### src/rtl/dpot_pkg.sv
package dpot_pkg;
  localparam int WIPER_W = 8;
  localparam int FRAME_W = 2 * WIPER_W + 1;

  // Packed in shift-register order: the MSB leaves first.
  typedef struct packed {
    logic                 stack;
    logic [WIPER_W-1:0]   w1;
    logic [WIPER_W-1:0]   w0;
  } frame_t;
endpackage

### src/rtl/dpot_sync.sv
module dpot_sync #(
  parameter int W      = 3,
  parameter int STAGES = 2
) (
  input  logic         clk,
  input  logic         rst,
  input  logic [W-1:0] raw,
  output logic [W-1:0] sync,
  output logic [W-1:0] rise,
  output logic [W-1:0] fall
);
  localparam int LAST = STAGES - 1;

  for (genvar b = 0; b < W; b++) begin : g_bit
    logic [STAGES-1:0] chain;
    logic              prev;
    always_ff @(posedge clk) begin
      if (rst) begin
        chain <= '0;
        prev  <= 1'b0;
      end else begin
        chain <= {chain[STAGES-2:0], raw[b]};
        prev  <= chain[LAST];
      end
    end
    assign sync[b] = chain[LAST];
    assign rise[b] = chain[LAST] & ~prev;
    assign fall[b] = ~chain[LAST] & prev;
  end
endmodule

### src/rtl/dpot_shifter.sv
module dpot_shifter #(
  parameter int FW = 17
) (
  input  logic          clk,
  input  logic          rst,
  input  logic          load,
  input  logic [FW-1:0] load_val,
  input  logic          shift,
  input  logic          din,
  output logic [FW-1:0] q
);
  always_ff @(posedge clk) begin
    if (rst)        q <= '0;
    else if (load)  q <= load_val;
    else if (shift) q <= {q[FW-2:0], din};
  end
endmodule

### src/rtl/dpot_wipers.sv
module dpot_wipers #(
  parameter int WW = 8
) (
  input  logic            clk,
  input  logic            rst,
  input  logic            capture,
  input  logic [2*WW:0]   frame,
  output logic [WW-1:0]   wiper0,
  output logic [WW-1:0]   wiper1,
  output logic            stack_sel
);
  localparam logic [WW-1:0] MID = WW'(1) << (WW - 1);

  always_ff @(posedge clk) begin
    if (rst) begin
      wiper0    <= MID;
      wiper1    <= MID;
      stack_sel <= 1'b0;
    end else if (capture) begin
      stack_sel <= frame[2*WW];
      wiper1    <= frame[2*WW-1:WW];
      wiper0    <= frame[WW-1:0];
    end
  end
endmodule

### src/rtl/dpot_serial_ctrl.sv
module dpot_serial_ctrl
  import dpot_pkg::*;
#(
  parameter int WW     = WIPER_W,
  parameter int STAGES = 2
) (
  input  logic          clk,
  input  logic          rst,
  input  logic          sel_raw,
  input  logic          sclk_raw,
  input  logic          sdat_raw,
  output logic          cas_out,
  output logic          cas_oe,
  output logic [WW-1:0] wiper0,
  output logic [WW-1:0] wiper1,
  output logic          stack_sel
);
  localparam int FW = 2 * WW + 1;
  localparam int IX_SEL = 0, IX_CLK = 1, IX_DAT = 2;

  logic [2:0]    s_lvl, s_rise, s_fall;
  logic          sel_s, ld, cap, shf;
  logic [FW-1:0] sreg;

  dpot_sync #(.W(3), .STAGES(STAGES)) u_sync (
    .clk (clk), .rst (rst),
    .raw ({sdat_raw, sclk_raw, sel_raw}),
    .sync(s_lvl), .rise(s_rise), .fall(s_fall)
  );

  assign sel_s = s_lvl[IX_SEL];
  assign ld    = s_rise[IX_SEL];
  assign cap   = s_fall[IX_SEL];
  assign shf   = sel_s & ~ld & s_rise[IX_CLK];

  dpot_shifter #(.FW(FW)) u_shift (
    .clk (clk), .rst (rst),
    .load (ld), .load_val ({stack_sel, wiper1, wiper0}),
    .shift (shf), .din (s_lvl[IX_DAT]),
    .q (sreg)
  );

  dpot_wipers #(.WW(WW)) u_wip (
    .clk (clk), .rst (rst),
    .capture (cap), .frame (sreg),
    .wiper0 (wiper0), .wiper1 (wiper1), .stack_sel (stack_sel)
  );

  assign cas_out = sreg[FW-1];

  always_ff @(posedge clk) begin
    if (rst) cas_oe <= 1'b0;
    else     cas_oe <= sel_s;
  end
endmodule

### config.mk
export PLATFORM = sky130hd
export DESIGN_NAME = dpot_serial_ctrl
export DESIGN_NICKNAME = d
export VERILOG_FILES = /design/src/rtl/dpot_pkg.sv /design/src/rtl/dpot_sync.sv /design/src/rtl/dpot_shifter.sv /design/src/rtl/dpot_wipers.sv /design/src/rtl/dpot_serial_ctrl.sv
export SDC_FILE = /design/constraint.sdc
export NUM_CORES = 1
export LEC_CHECK = 0
export BUFFER_PORTS_ARGS = -buffer_cell sky130_fd_sc_hd__clkbuf_2
export CAP_MARGIN = 20
export CORE_MARGIN = 4
export CORE_UTILIZATION = 50
export DETAILED_ROUTE_END_ITERATION = 7
export GPL_ROUTABILITY_DRIVEN = 0
export HOLD_SLACK_MARGIN = 0.08
export PLACE_DENSITY = 0.84
export SYNTH_ARGS = -nofsm -noshare
export SYNTH_HDL_FRONTEND = slang
export SYNTH_SLANG_ARGS = --single-unit
### constraint.sdc
create_clock -name clk -period 1.4 [get_ports clk]
set_clock_uncertainty 0.05 [all_clocks]
set_input_delay 0.07 -clock clk [delete_from_list [all_inputs] [get_ports clk]]
set_output_delay 0.07 -clock clk [all_outputs]
set_load 0.005 [all_outputs]
==> summary.md, run 1 <==
| Metric | Value |
|---|---|
| Clock power frac | 29.6% |
| Fillers | 253 |
| Avg Cell Area, Syn | 9.78 sq um |
| Clock Tree Buf Depth | 2 |
| GR Overflow Total | 0 |
| Leak | 0.748 nW |
| Hold crit path type | register to register |
| Area grow syn2layout | 21.1% |
| Largest net degree at the start of global routing | 43 |
| CTS tree | yes |
| Setup slack at placement | 0.103 ns |
| Comb power frac | 10.0% |
| Starting density of the core | 53.8% |
| Relative slew slack | 79.0% |
| Crit path cell chain | and2b_2 > buf_12 > mux2i_1 > a221oi_1 |
| Mux cell area share after synthesis | 10.1% |
| Worst path required time | 1.60 ns |
| Clk pin slew, worst setup/hold paths | 0.12 ns |
| Final Util | 65.1% |
| Initial antenna violation count | 0 |
| Die height | 66.0 um |
| Status | finished clean |
| Yosys reg bits | 42 |
| Synthesized Nets | 177 |
| Main combinational cell family by area after synthesis | simple AND/OR/NAND/NOR gates |
| Row cnt | 20 |
| Mapped Area | 1680 sq um |
| Total track usage | 17.9% |
| P_sw | 0.000515 W |
| Critical Path End Type | register |
| Simple-gate share of the synthesized area | 17.3% |
| Max_cap viols | 0 |
| Htree depth | 2 |
| Antenna-violating nets left | 0 |
| CTS Sinks | 42 |
| WS Path Type | register to register |
| WL final | 3770 um |
| Cts bufs inserted | 5 |
| Synth Area in Compound Gates | 17.1% |
| Max VDD drop | 0.649 mV |
| Total power | 0.00210 W |
| Startpoint Class | register |
| Clock Latency Late Sink | 0.36 ns |
| Switching share of power | 24.5% |
| Worst-Margin Slew | 0.315 ns |
| Max incr delay on CP | 0.35 ns |
| I/O Buffers | 23 |
| Post-synth cell types | 18 |
| Synth Area in XOR/XNOR | 0% |
| Die area | 4360 sq um |
| First-pass GRT wire length | 5940 um |
| Sequential Power Share | 60.4% |
| Vias in the first global route | 1318 |
| WL/cell | 15.0 um |
| Sequential fraction of the synthesis area | 50.0% |
| Tcrit/Tclk final | 99.3% |
| Hold WS | 0.406 ns |
| Clk root buf | clkbuf_4 |
| CP Max Fanout | 17 |
| Hold Fails Final Rpt | 0 |
| Min Tclk post-route | 1.39 ns |
| Yosys warning total | 0 |
| Post-Synth Adder-Cell Area | 0% |
| Diode count | 0 |
| Vias per std cell | 5.43 |
| Layout cells sized above 1 | 25.6% |
| Hpwl dp | 2170 um |
| Nets | 211 |
| Core Area | 3130 sq um |
| I/O pin total | 24 |
| Final Max Slew Viols | 0 |
| Highest clock rate | 0.720 GHz |
| Drc violations | 0 |
| P_int | 0.00159 W |
| Vias | 1362 |
| Initial DRT Pass Iterations | 4 |
| Worst setup margin | 0.0104 ns |
| Critical path data arrival time | 1.59 ns |
| CP max stage cell | a221oi_1 |
| Post-Syn Instances | 172 |
| Setup violators final | 0 |
| Power per cell area | 1030 nW/um^2 |
| Initial DRC Count | 125 |
| Chip width | 66.0 um |
==> area by class of cell <==
type | count | area (sq um) | area share [%]
well taps | 44 | 55.1 | 2.70
multi-input cells | 116 | 756 | 37.1
repair buffers | 41 | 325 | 16.0
flip-flops and latches | 42 | 841 | 41.3
clock inverters | 1 | 5.00 | 0.246
clock buffers | 7 | 55.1 | 2.70
==> final timing paths <==
kind                         endpoint  slack, ns                      from  depth (start not counted)
max                     u_shift.q[12]       0.01      u_sync.g_bit[0].prev                          4
min          u_sync.g_bit[1].chain[1]       0.41  u_sync.g_bit[1].chain[0]                          1
max reg2reg             u_shift.q[12]       0.01      u_sync.g_bit[0].prev                          4
min reg2reg  u_sync.g_bit[1].chain[1]       0.41  u_sync.g_bit[1].chain[0]                          1
==> power by group through the flow <==
| stage | clock network (W) | registers (W) | logic [W] |
|---|---|---|---|
| after CTS | 0.000637 | 0.00127 | 0.000192 |
| after global placement | 0 | 0.00129 | 0.000172 |
| after detailed placement | 0 | 0.00129 | 0.000179 |
| after global routing | 0.000684 | 0.00127 | 0.000233 |
| final | 0.000621 | 0.00127 | 0.000211 |
| after floorplan | 0 | 0.00129 | 0.000136 |
==> critical path: cells and delay by family (launching register included) <==
kind,cells,cell delay [ns]
AO/OA/AOI/OAI,1,0.35
flip-flops,1,0.33
AND/OR/NAND/NOR,1,0.26
buffers and inverters,1,0.17
multiplexers,1,0.12
==> cells in the mapped netlist, drive strengths merged <==
master	instances	share of area, %
and2b	1	0.45
nor2b	9	3.3
buf	9	4.4
nand3b	3	1.3
a221oi	17	12
nand2b	2	0.74
mux2i	17	10
a21boi	1	0.45
nand2	34	7.6
clkbuf	5	1.1
dfxtp	42	50
nor2	17	3.8
a21oi	15	4.5
==> state kept, by name (all words and copies together) (netlist names) <==
| name | count |
|---|---|
| u_shift.q | 17 |
| u_wip.wiper0 | 8 |
| u_wip.wiper1 | 8 |
| u_sync.g_bit.chain | 6 |
| u_sync.g_bit.prev | 2 |
| u_wip.stack_sel | 1 |
==> metrics by stage <==
step                      cells  setup TNS [ns]  instance area [sq um]
after floorplan             172               0                   1680
after global placement      235               0                   1860
after detailed placement    235               0                   1860
after CTS                   249               0                   1980
after global routing        251         -0.0595                   2040
final                       251               0                   2040
==> placed cells by master, fill, tap and decap left out <==
master         netlist  final
clkbuf_2             0     22
clkbuf_4             0      5
clkbuf_8             0      1
a221oi_2             9     10
a221oi_1             8      7
dlygate4sd3_1        0      6
a21boi_1             1      1
a21oi_1             15     15
nand2_1             34     34
clkinv_2             0      1
buf_2                4      1
buf_4                1      8
clkbuf_16            0      2
dfxtp_1             42     42
buf_12               1      2
mux2i_1             17     17
and2b_2              0      1
nand2b_1             2      2
clkbuf_1             5      1
nand3b_1             3      3
nor2b_1              9      9
nor2_1              17     17
==> timing repair <==
action	4_1_cts	5_1_grt
gates resized for setup	0	3
hold buffers	6	0
setup endpoints to repair	0	3
endpoints found under the hold margin	24	0
setup buffers	0	0
==> metal layers <==
| layer | routed length, um | GRT usage, % |
|---|---|---|
| met5 | 0 | 0 |
| met3 | 166 | 3.06 |
| met1 | 1550 | 21.1 |
| met2 | 1930 | 29.0 |
| met4 | 115 | 12.7 |
==> kinds of logic after synthesis <==
kind of cell / count (synthesis)
AND/OR/NAND/NOR: 66
flip-flops: 42
AO/OA/AOI/OAI: 33
multiplexers: 17
buffers and inverters: 14
Note: power is estimated with default switching activity, not from simulation.
==> run 2: changes to the inputs <==
ABC_AREA = 1   (was unset)
==> run 2 against run 1 <==
Power shrank 3.6%. Cell area shrank 2.0%. Sequential share of layout area grew 0.89 points. Area after synthesis grew 1.2%. Worst hold slack lost 0.30 ns. Core utilization shrank 1.8 points. Register-to-register slack gained 0.11 ns.
==> summary.md, run 2 <==
| Metric | Value |
|---|---|
| Vias | 1595 (was 1362) |
| Layout cells sized above 1 | 18.7% (was 25.6%) |
| Commonest non-fill, non-tap cells in the layout | nand2_1 (54), dfxtp_1 (41), nor2_1 (40) (was dfxtp_1 (42), nand2_1 (34), clkbuf_2 (22)) |
| WL final | 3720 um (was 3770 um) |
| GR Overflow Total | 0 (unchanged) |
| P_sw | 0.000497 W (was 0.000515 W) |
| Synth area leader | dfxtp_1 (unchanged) |
| Synthesized Nets | 239 (was 177) |
| Post-DP Area | 1900 sq um (was 1860 sq um) |
| RSZ-0062 raised after global routing | false |
| Clk root buf | clkbuf_4 (unchanged) |
| Hold crit path type | input port to register (was register to register) |
| Reg with most FFs | u_shift.q (unchanged) |
| Starting density of the core | 54.0% (was 53.8%) |
| Chip width | 66.3 um (was 66.0 um) |
| Setup violators final | 0 (unchanged) |
| Crit path cell chain | inv_2 > nand2_8 > buf_4 > nand2_1 > nand2_1 > nand2_1 > a21oi_1 (was and2b_2 > buf_12 > mux2i_1 > a221oi_1) |
| Row cnt | 20 (unchanged) |
| Switching share of power | 24.5% (about the same) |
| Post-synth cell types | 16 (was 18) |
| Setup TNS | 0 ns (unchanged) |
| Critical path's top delay family | buffers and inverters (was compound AO/OA/AOI/OAI gates) |
| CTS tree | yes (unchanged) |
| Max VDD drop | 0.575 mV (was 0.649 mV) |
| Leak | 0.945 nW (was 0.748 nW) |
| Initial DRC Count | 125 (unchanged) |
| Initial antenna violation count | 0 (unchanged) |
| Critical path data arrival time | 1.47 ns (was 1.59 ns) |
| Cts bufs inserted | 5 (unchanged) |
| Top Registers | u_shift.q: 17 flops, u_wip.wiper0: 8 flops, u_wip.wiper1: 8 flops (unchanged) |
| CP max stage cell | dfxtp_1 (was a221oi_1) |
| Post-route cell area | 2000 sq um (was 2040 sq um) |
| Metal3 WL | 223 um (was 166 um) |
| Metal-1 WL | 1710 um (was 1550 um) |
| Clock Tree Buf Depth | 2 (unchanged) |
| Status | finished clean (unchanged) |
| CP dominant cell by count | nand2_1 |
| WL/cell | 11.9 um (was 15.0 um) |
| Tcrit/Tclk final | 91.3% (was 99.3%) |
| Die height | 66.3 um (was 66.0 um) |
| Startpoint Class | register (unchanged) |
| Vias per std cell | 5.11 (was 5.43) |
| Vias in the first global route | 1510 (was 1318) |
| Multi-input logic area | 741 sq um (was 756 sq um) |
| Critical Path End Type | register (unchanged) |
| Worst-Margin Slew | 0.478 ns (was 0.315 ns) |
| P_int | 0.00153 W (was 0.00159 W) |
| Ys flop type | dfxtp_1 (unchanged) |
| Commonest cells post-synth | nand2_1 (54), dfxtp_1 (42), nor2_1 (40), nand3_1 (35) (was dfxtp_1 (42), nand2_1 (34), mux2i_1 (17), nor2_1 (17), a21oi_1 (15)) |
| Largest register FFs | 17 (unchanged) |
| Comb power frac | 7.4% (was 10.0%) |
| CP Max Fanout | 20 (was 17) |
| Dominant cells by area after synthesis | dfxtp_1 (49%), nand2_1 (12%), nand3_1 (10%) (was dfxtp_1 (50%), mux2i_1 (10%), a221oi_2 (8.0%)) |
| Area grow syn2layout | 17.4% (was 21.1%) |
| Yosys reg bits | 42 (unchanged) |
| I/O pin total | 24 (unchanged) |
| First-pass GRT wire length | 6530 um (was 5940 um) |
| Hpwl dp | 2520 um (was 2170 um) |
| Highest Signal Layer | met4 (unchanged) |
| Antenna-violating nets left | 0 (unchanged) |
| Sequential fraction of the synthesis area | 49.4% (was 50.0%) |
| Die area | 4400 sq um (was 4360 sq um) |
| I/O Buffers | 23 (unchanged) |
| Htree depth | 2 (unchanged) |
| Post-CTS Setup Bufs | 0 (unchanged) |
| CTS Sinks | 42 (unchanged) |
| Sequential Power Share | 61.5% (was 60.4%) |
| Avg Cell Area, Syn | 7.27 sq um (was 9.78 sq um) |
| Highest clock rate | 0.782 GHz (was 0.720 GHz) |
| Most common cell after layout, fill and taps aside | nand2_1 (was dfxtp_1) |
| Post-synth top area share | 49.4% (was 50.0%) |
| Min Tclk post-route | 1.28 ns (was 1.39 ns) |
| Relative slew slack | 68.1% (was 79.0%) |
| Met2 WL | 1750 um (was 1930 um) |
| Diode count | 0 (unchanged) |
| Worst path required time | 1.60 ns (about the same) |
| Hold Fails Final Rpt | 0 (unchanged) |
| WS Path Type | register to register (unchanged) |
| Register area | 842 sq um (was 841 sq um) |
| Post-Syn Instances | 234 (was 172) |
| Clk pin slew, worst setup/hold paths | 0.12 ns (about the same) |
| Yosys warning total | 0 (unchanged) |
| Max_cap viols | 0 (unchanged) |
| Largest net degree at the start of global routing | 25 (was 43) |
| Drc violations | 0 (unchanged) |
| Mapped Area | 1700 sq um (was 1680 sq um) |
| Nets | 272 (was 211) |
| Post-synth EDFFs | 0 (unchanged) |
| Power per cell area | 1010 nW/um^2 (was 1030 nW/um^2) |
| Clock power frac | 31.0% (was 29.6%) |
| Clock Latency Late Sink | 0.35 ns (was 0.36 ns) |
| Total track usage | 19.2% (was 17.9%) |
| Initial DRT Pass Iterations | 4 (unchanged) |
| Post-synth ARST share | 0% (unchanged) |
| Bufs and invs on worst path | 2 (was 1) |
| Most frequent cell after synthesis | nand2_1 (was dfxtp_1) |
| Core Area | 3150 sq um (was 3130 sq um) |
| Final Max Slew Viols | 0 (unchanged) |
| Max incr delay on CP | 0.34 ns (was 0.35 ns) |
| Fillers | 307 (was 253) |
[run 2: cell types whose count changed in the layout (fill, tap and decap cells not counted), sizes merged, moves of 9 or more]
cell	delta
inv	+12
mux2i	-17
a221oi	-17
nor2	+24
o21ai	+16
nand2	+22
nand3	+36
nor2b	-9
[run 2: kinds of logic after synthesis]
family | Yosys count | share of synthesized area [%]
flip-flops | 42 | 49.4
buffers and inverters | 27 | 7.57
AND/OR/NAND/NOR | 133 | 33.6
AO/OA/AOI/OAI | 32 | 9.41
[run 2: worst paths after layout]
kind	startpoint	endpoint	slack, ns	depth (start not counted)
worst min-delay path	rst	u_sync.g_bit[0].chain[0]	0.11	3
worst min register to register	u_sync.g_bit[1].chain[0]	u_sync.g_bit[1].chain[1]	0.37	2
worst max-delay path	u_sync.g_bit[0].prev	u_shift.q[6]	0.12	7
worst max register to register	u_sync.g_bit[0].prev	u_shift.q[6]	0.12	7
[run 2: metal layers]
metal | track usage (%) | vias up
li1 | - | 820
met1 | 24.4 | 731
met2 | 30.6 | 38
met3 | 4.76 | 6
met4 | 8.38 | 0
met5 | 0 | -
[run 2: worst reg2reg max path: cells and delay by family, from the launching register on]
family | cells | cell delay, ns
buffers and inverters | 2 | 0.41
DFF | 1 | 0.34
and+or+nand+nor | 4 | 0.31
AOI/OAI and AO/OA | 1 | 0.07
[run 2: repair_timing]
| action | CTS | global route |
|---|---|---|
| resized for setup | 0 | 2 |
| hold buffers | 3 | 0 |
| endpoints found under the hold margin | 3 | 0 |
| setup endpoints to repair | 0 | 11 |
[run 2: area by class of cell]
class	count	share of cell area, %
clock inverter	1	0.251
clock buffer	7	2.76
timing repair buffer	40	12.5
tap	44	2.76
sequential	42	42.2
multi-input combinational	165	37.1
inverter	13	2.44
[run 2: power by group through the flow]
stage | registers [W] | clock network, W | logic, W
5_1_grt | 0.00125 | 0.000686 | 0.000171
6_report | 0.00125 | 0.000628 | 0.000150
4_1_cts | 0.00124 | 0.000641 | 0.000150
3_5_place_dp | 0.00127 | 0 | 0.000143
3_3_place_gp | 0.00127 | 0 | 0.000139
2_1_floorplan | 0.00127 | 0 | 0.0000899
[run 2: per-stage QoR]
| step | power (W) | util [%] | hold WS (ns) | instances | setup slack, ns |
|---|---|---|---|---|---|
| after floorplan | 0.00136 | - | 0.127 | 234 | 0.161 |
| after global placement | 0.00141 | 60.2 | 0.214 | 301 | 0.128 |
| after detailed placement | 0.00141 | 60.2 | 0.215 | 301 | 0.0937 |
| after CTS | 0.00204 | 63.0 | 0.104 | 312 | 0.0743 |
| after global routing | 0.00211 | 63.3 | 0.121 | 312 | 0.00890 |
| final | 0.00202 | 63.3 | 0.105 | 312 | 0.121 |
